[src/rtl/quietPkg.sv]
package quietPkg;
  // Strobes from control to datapath; at most one is high in a cycle
  typedef struct packed {
    logic load;
    logic dec;
  } quietStrobe_t;
endpackage

[src/rtl/quietDatapath.sv]
module quietDatapath
  import quietPkg::*;
#(
  parameter int SET_W   = 20,
  parameter int SCALE_W = 4,
  parameter int CNT_W   = 24
) (
  input  logic             clk,
  input  logic             rstN,
  input  quietStrobe_t     strb,
  input  logic [SET_W-1:0] setting,
  output logic             cntZero
);
  localparam int RELOAD_W = SET_W + SCALE_W;

  logic [CNT_W-1:0] cnt;
  logic [CNT_W-1:0] reloadVal;

  // reload = setting * 2^SCALE_W + (2^SCALE_W - 1)
  generate
    if (CNT_W > RELOAD_W) begin : g_pad
      assign reloadVal = {{(CNT_W-RELOAD_W){1'b0}}, setting, {SCALE_W{1'b1}}};
    end else begin : g_exact
      logic [RELOAD_W-1:0] fullVal;
      assign fullVal   = {setting, {SCALE_W{1'b1}}};
      assign reloadVal = fullVal[CNT_W-1:0];
    end
  endgenerate

  always_ff @(posedge clk) begin
    if (strb.load)
      cnt <= reloadVal;
    else if (strb.dec)
      cnt <= cnt - CNT_W'(1);
  end

  assign cntZero = (cnt == '0);


  reload_load_chk: assert property (@(posedge clk) disable iff (!rstN)
    strb.load |=> cnt == $past(reloadVal));

  dec_step_chk: assert property (@(posedge clk) disable iff (!rstN)
    strb.dec |=> cnt == $past(cnt) - CNT_W'(1));

  zero_hold_chk: assert property (@(posedge clk) disable iff (!rstN)
    (cntZero && !strb.load) |=> cntZero);
endmodule

[src/rtl/quietCtrl.sv]
module quietCtrl
  import quietPkg::*;
#(
  parameter int PEND_W = 8
) (
  input  logic         clk,
  input  logic         rstN,
  input  logic         reqAccept,
  input  logic         rspDone,
  input  logic         cntZero,
  input  logic         irqEn,
  output quietStrobe_t strb,
  output logic         irq
);
  localparam logic [PEND_W-1:0] PEND_MAX = {PEND_W{1'b1}};

  logic [PEND_W-1:0] pendCnt;
  logic              busy;

  always_ff @(posedge clk) begin
    if (!rstN)
      pendCnt <= '0;
    else if (reqAccept && !rspDone && pendCnt != PEND_MAX)
      pendCnt <= pendCnt + PEND_W'(1);
    else if (!reqAccept && rspDone && pendCnt != '0)
      pendCnt <= pendCnt - PEND_W'(1);
  end

  assign busy = (pendCnt != '0) || reqAccept;

  always_comb begin
    strb      = '0;
    strb.load = !rstN || busy;
    strb.dec  = rstN && !busy && !cntZero;
  end

  assign irq = irqEn && cntZero;


  no_underflow_chk: assert property (@(posedge clk) disable iff (!rstN)
    (pendCnt == '0 && rspDone && !reqAccept) |=> pendCnt == '0);

  traffic_irq_drop_chk: assert property (@(posedge clk) disable iff (!rstN)
    busy |=> !irq);

  strobe_excl_chk: assert property (@(posedge clk) disable iff (!rstN)
    $onehot0(strb));
endmodule

[src/rtl/quietTimer.sv]
module quietTimer
  import quietPkg::*;
#(
  parameter int SET_W   = 20,
  parameter int SCALE_W = 4,
  parameter int CNT_W   = 24,
  parameter int PEND_W  = 8
) (
  input  logic           clk,
  input  logic           rstN,
  input  logic           reqAccept,
  input  logic           rspDone,
  input  logic [SET_W:0] quietCtrlWord,
  output logic           core0QuietIrq
);
  localparam int EN_BIT = SET_W;

  quietStrobe_t strb;
  logic         cntZero;

  quietCtrl #(.PEND_W(PEND_W)) u_ctrl (
    .clk      (clk),
    .rstN     (rstN),
    .reqAccept(reqAccept),
    .rspDone  (rspDone),
    .cntZero  (cntZero),
    .irqEn    (quietCtrlWord[EN_BIT]),
    .strb     (strb),
    .irq      (core0QuietIrq)
  );

  quietDatapath #(.SET_W(SET_W), .SCALE_W(SCALE_W), .CNT_W(CNT_W)) u_dp (
    .clk    (clk),
    .rstN   (rstN),
    .strb   (strb),
    .setting(quietCtrlWord[SET_W-1:0]),
    .cntZero(cntZero)
  );
endmodule

[config.mk]
export PLATFORM = sky130hd
export DESIGN_NAME = quietTimer
export DESIGN_NICKNAME = d
export VERILOG_FILES = /design/src/rtl/quietPkg.sv /design/src/rtl/quietDatapath.sv /design/src/rtl/quietCtrl.sv /design/src/rtl/quietTimer.sv
export SDC_FILE = /design/constraint.sdc
export NUM_CORES = 1
export LEC_CHECK = 0
export ABC_AREA = 0
export ABC_CLOCK_PERIOD_IN_PS = 5990
export BUFFER_PORTS_ARGS = -buffer_cell sky130_fd_sc_hd__buf_2
export CORE_MARGIN = 10
export CORE_UTILIZATION = 62
export DETAILED_ROUTE_END_ITERATION = 8
export GPL_ROUTABILITY_DRIVEN = 1
export PLACE_DENSITY = 0.88
export SYNTH_ARGS = -nofsm -noshare
export SYNTH_HDL_FRONTEND = slang
export SYNTH_SLANG_ARGS = --single-unit
[constraint.sdc]
create_clock -name clk -period 5.99 [get_ports clk]
set_clock_uncertainty 0.1 [all_clocks]
set_input_delay 1.797 -clock clk [delete_from_list [all_inputs] [get_ports clk]]
set_output_delay 1.797 -clock clk [all_outputs]
set_load 0.03 [all_outputs]
# ---- Word-level counts from Yosys, hierarchy flattened
# Cells that the tools add are included.
dict set report op_classes {
  add_sub_neg 3
  n_eq_ne 1
  n_mux 4
  n_reduce_logical 18
}
# operator n
set op_table {}
lappend op_table {{24-bit 2-to-1 mux} 2}
lappend op_table {{24-bit logical NOT} 1}
lappend op_table {{24-bit by 1-bit subtractor with 24-bit output, second input constant} 1}
lappend op_table {{8-bit 2-to-1 mux} 2}
lappend op_table {{8-bit by 1-bit adder with 8-bit output, second input constant} 1}
lappend op_table {{8-bit inequality test, second input constant} 1}
lappend op_table {{8-bit nonzero test} 1}
lappend op_table {{8-bit by 1-bit subtractor with 8-bit output, second input constant} 1}
lappend op_table {{1-bit logical AND} 7}
lappend op_table {{1-bit logical NOT} 5}
lappend op_table {{2-bit nonzero test} 2}
lappend op_table {{1-bit logical OR} 2}
dict set report totals {
  reg_bits 32
  input_bits 25
  out_inout_bits 1
  word_cells 29
}

# ---- Longest topological paths before layout
dict set report logic_depth {
  depth_word 7
  ltp_mapped 8
}

# ---- Cells and area by module
# From an unflattened synthesis, not the netlist that was laid out.
dict set report unflattened {
  hier_cells 225
  hier_area_um2 2097.0
}
# module n_inst cells_each area_per_inst_um2 seq_area_each_um2
set by_module_without_submodules {}
lappend by_module_without_submodules {quietDatapath 1 154 1492.7 680.7}
lappend by_module_without_submodules {quietCtrl 1 71 604.3 160.2}

# ---- Worst setup path after synthesis
# No wires, ideal clock.
dict set report synth_path {
  path_type {input to output}
  from {input port quietCtrlWord[20]}
  to {output port core0QuietIrq}
  arrival_ps 2073
  required_time_ps 4093
  slack_ps 2020
  cell_stages 1
  cell_sequence {and2_1}
}
dict set report synth_between {
  elab_chain_cells 1
}
# element line_no
set synth_lines {}
lappend synth_lines {{start, declared} quietTimer.sv:13} ;# input logic [SET_W:0] quietCtrlWord,
lappend synth_lines {{1-bit logical AND} quietCtrl.sv:37} ;# assign irq = irqEn && cntZero;
lappend synth_lines {{end, declared} quietTimer.sv:14} ;# output logic core0QuietIrq
# Every way passes these cells.

# ---- Worst setup path in the final report
dict set report layout_path {
  from {register u_dp.cnt[0]}
  to {output port core0QuietIrq}
}
dict set report layout_between {
  elab_chain_cells 2
}
# element line_no
set layout_lines {}
lappend layout_lines {{start, declared} quietDatapath.sv:16} ;# logic [CNT_W-1:0] cnt;
lappend layout_lines {{start signal, assigned} quietDatapath.sv:32} ;# cnt <= reloadVal;
lappend layout_lines {{start signal, assigned} quietDatapath.sv:34} ;# cnt <= cnt - CNT_W'(1);
lappend layout_lines {{24-bit logical NOT} quietDatapath.sv:37} ;# assign cntZero = (cnt == '0);
lappend layout_lines {{1-bit logical AND} quietCtrl.sv:37}
# Every way passes these cells.

==> flow_summary.toml <==
[power]
clkPwrFrac = 0.230
power.share.combinational = 0.308
seqPwrFrac = 0.462
leakagePower_uw = 0.0008918
p_switching_uw = 245.0
power.density_mw_per_mm2 = 309.9
max-vdd-ir-drop_mv = 0.2280
power_switching_share = 0.3407
p_int_uw = 474.1

[timing]
tightestPinTransition_ns = 1.080
setup_slack_ns = 1.591
maxSlewViolCount = 0
setup_tns_ns = 0
max_slew_margin = 0.2759
rsz0062_at_grt = "no"
min_period_over_period = 0.7344
fmax_ghz = 0.2273
setup_violations = 0
hold_violations = 0
layout_min_cycle_time_ns = 4.399

[route]
drtPass1Iterations = 4
routed_wl_um = 4521
dr_total_vias = 1738
drtAntennaViolNets = 0
detail_route.wl_per_cell_um = 15.22
vias_per_cell = 5.852
drt_iter0_markers = 93
drc = 0

[synthesis]
synthTopCellsByArea = "edfxtp_1 (29%), dfxtp_1 (11%), nand2_1 (6.6%)"
synthCells = 225
syn-cell-area_mm2 = 0.002091
ys_ff_latch = 32
yosysMostFrequentCell = "nand2_1"
synth-edff-count = 20
yosysWarnings = 0
synth.net_count = 258
syn_area_per_cell_um2 = 9.292
synth_cell_types = 51
async_reset_ff_frac = 0
synth_ff_type = "edfxtp_1"
synth-seq-area-share = 0.4022
yosysTopAreaCell = "edfxtp_1"
synth_commonest_cells = "nand2_1 (37), edfxtp_1 (20), xnor2_1 (14), dfxtp_1 (12)"
yosysTopAreaCellShare = 0.2873

[cts]
clockBufferDepth = 2
clkLatencyLatePin_ns = 0.35
cts_buffers = 5
cts.sinks = 32
cts_resized = 0
hold_buffers = 0
ctsRootBufferMaster = "clkbuf_4"
postCtsSetupBuffers = 0
clk_pin_slew_ns = 0.11
cts_tree = "yes"
htree_levels = 2

[grt]
grt_overflow = 0
antenna_found_initial = 0
grt_max_degree = 30
grt_pass1_vias = 1808
gr-usage-all-layers = 0.1533
grt_first_pass_wirelength_um = 7866

[layout]
postLayoutCoreUtil = 0.7067
finalNetCount = 283
instances_no_fill = 297
syn2layout_area_growth_pct = 11.01
drive_gt1_frac = 0.1633
fill_cells = 254
fin_area_mm2 = 0.002321
num_antenna_cells = 0

[run]
maxCapViolCount = 0

[placed_design]
place_ws_ns = 1.913
place_area_mm2 = 0.002245
place_congestion = 0.7940
place_hpwl_um = 3265
port_buffers = 25
place_inst = 289

[floorplanning]
dieArea_mm2 = 0.006095
die_height_um = 78.07
fp-row-count = 21
die_x_um = 78.07
initial_core_util = 0.6366
core_mm2 = 0.003284
io_pins = 26

[worst_setup_path]
crit_fanout = 14
crit_path_top_delay_cell = "nand2_1"
cp.required_ns = 4.09
regToRegSetupSlack_ns = 2.86
worstPathArrival_ns = 2.50
reg2reg_to = "u_dp.cnt[11]"
start_kind = "flop"
critPathCaptureType = "output port"
reg2reg_from = "u_dp.cnt[0]"
critPathKind = "reg2out"
path_cells = "inv_1 > ha_1 > nor3b_1 > nand2_1 > nor3_2 > and2_1 > buf_2"
r2r_cells = 7
critical-path-max-stage-delay_ns = 0.43

[min_path]
hold_path.startpoint = "u_ctrl.pendCnt[6]"
holdPathEnd = "u_ctrl.pendCnt[6]"
hp-class = "reg2reg"
holdPathStages = 2

[run_status]
run_status = "finished, final reports clean"
-- critical path: cells and delay by family (launching register included) --
family                     cells  cell delay, ns
adders and majority gates      1            0.18
buffers and inverters          2            0.29
DFF                            1            0.34
and+or+nand+nor                4            1.36
-- through the flow --
stage               power [uW]  hold slack [ns]
detailed placement       554.1           0.4091
floorplan                499.9           0.3767
global route             766.2           0.4520
global placement         541.4           0.3948
CTS                      719.2           0.4267
finish                   719.2           0.4265
-- cell usage in the layout (no fill, tap or decap), types with 3 or more instances in the layout --
cell | Yosys | final
nand2_1 | 37 | 37
buf_2 | 2 | 25
edfxtp_1 | 20 | 20
xnor2_1 | 14 | 14
dfxtp_1 | 12 | 12
nor2_1 | 9 | 9
o31ai_1 | 9 | 9
nor4_1 | 8 | 8
xor2_1 | 8 | 8
o21ai_1 | 7 | 7
o21ai_0 | 7 | 7
ha_1 | 7 | 7
inv_1 | 6 | 6
nor3_1 | 6 | 6
nand3_1 | 5 | 5
clkbuf_4 | 0 | 5
nand2b_1 | 4 | 4
and2_1 | 4 | 4
a21oi_1 | 4 | 4
a21boi_0 | 4 | 4
nand4_1 | 3 | 3
nor2b_1 | 3 | 3
mux2i_1 | 3 | 3
o22ai_1 | 3 | 3
-- kinds of logic (layout without fill, tap and decap cells) --
kind of cell,after synthesis,in the layout,share of synthesized area
buf+inv,14,40,0.02813
flops,32,32,0.4022
xor+xnor,22,22,0.09216
mux,4,4,0.01975
compound gates,45,45,0.1406
simple gates,100,100,0.2657
fa+ha+maj,8,8,0.05146
-- per-layer routing --
layer  global-route usage  share of wire  vias up
li1                     -              -      875
met1               0.1745           0.44      822
met2               0.2599           0.49       32
met3              0.04897          0.052        9
met4              0.06272          0.017        0
met5                    0              0        -
-- how the worst max path moves through the flow --
stage	startpoint	endpoint	depth (start not counted)
3_5_place_dp	quietCtrlWord[20]	core0QuietIrq	3
3_3_place_gp	quietCtrlWord[20]	core0QuietIrq	3
5_1_grt	u_dp.cnt[0]	core0QuietIrq	7
6_report	u_dp.cnt[0]	core0QuietIrq	7
4_1_cts	u_dp.cnt[0]	core0QuietIrq	7
2_1_floorplan	quietCtrlWord[20]	core0QuietIrq	1
-- layout make-up --
cell class / count / area (um2) / share of cell area
clock inverter: 2 / 35.03 / 0.01509
timing repair buffer: 26 / 132.6 / 0.05714
tap: 46 / 57.56 / 0.02480
sequential: 32 / 840.8 / 0.3623
multi-input combinational: 179 / 1191 / 0.5132
clock buffer: 6 / 41.29 / 0.01779
inverter: 6 / 22.52 / 0.009703
-- flip-flops by register name, summed over array words and instances (netlist names) --
| signal | cells |
|---|---|
| u_ctrl.pendCnt | 8 |
| u_dp.cnt | 24 |
-- power groups by stage --
stage / clock network [uW] / registers [uW] / logic (uW)
2_1_floorplan: 0 / 323 / 177
3_3_place_gp: 0 / 332 / 209
3_5_place_dp: 0 / 335 / 219
4_1_cts: 167 / 331 / 221
5_1_grt: 176 / 339 / 251
6_report: 165 / 332 / 222
Note: power is estimated with default switching activity, not from simulation.
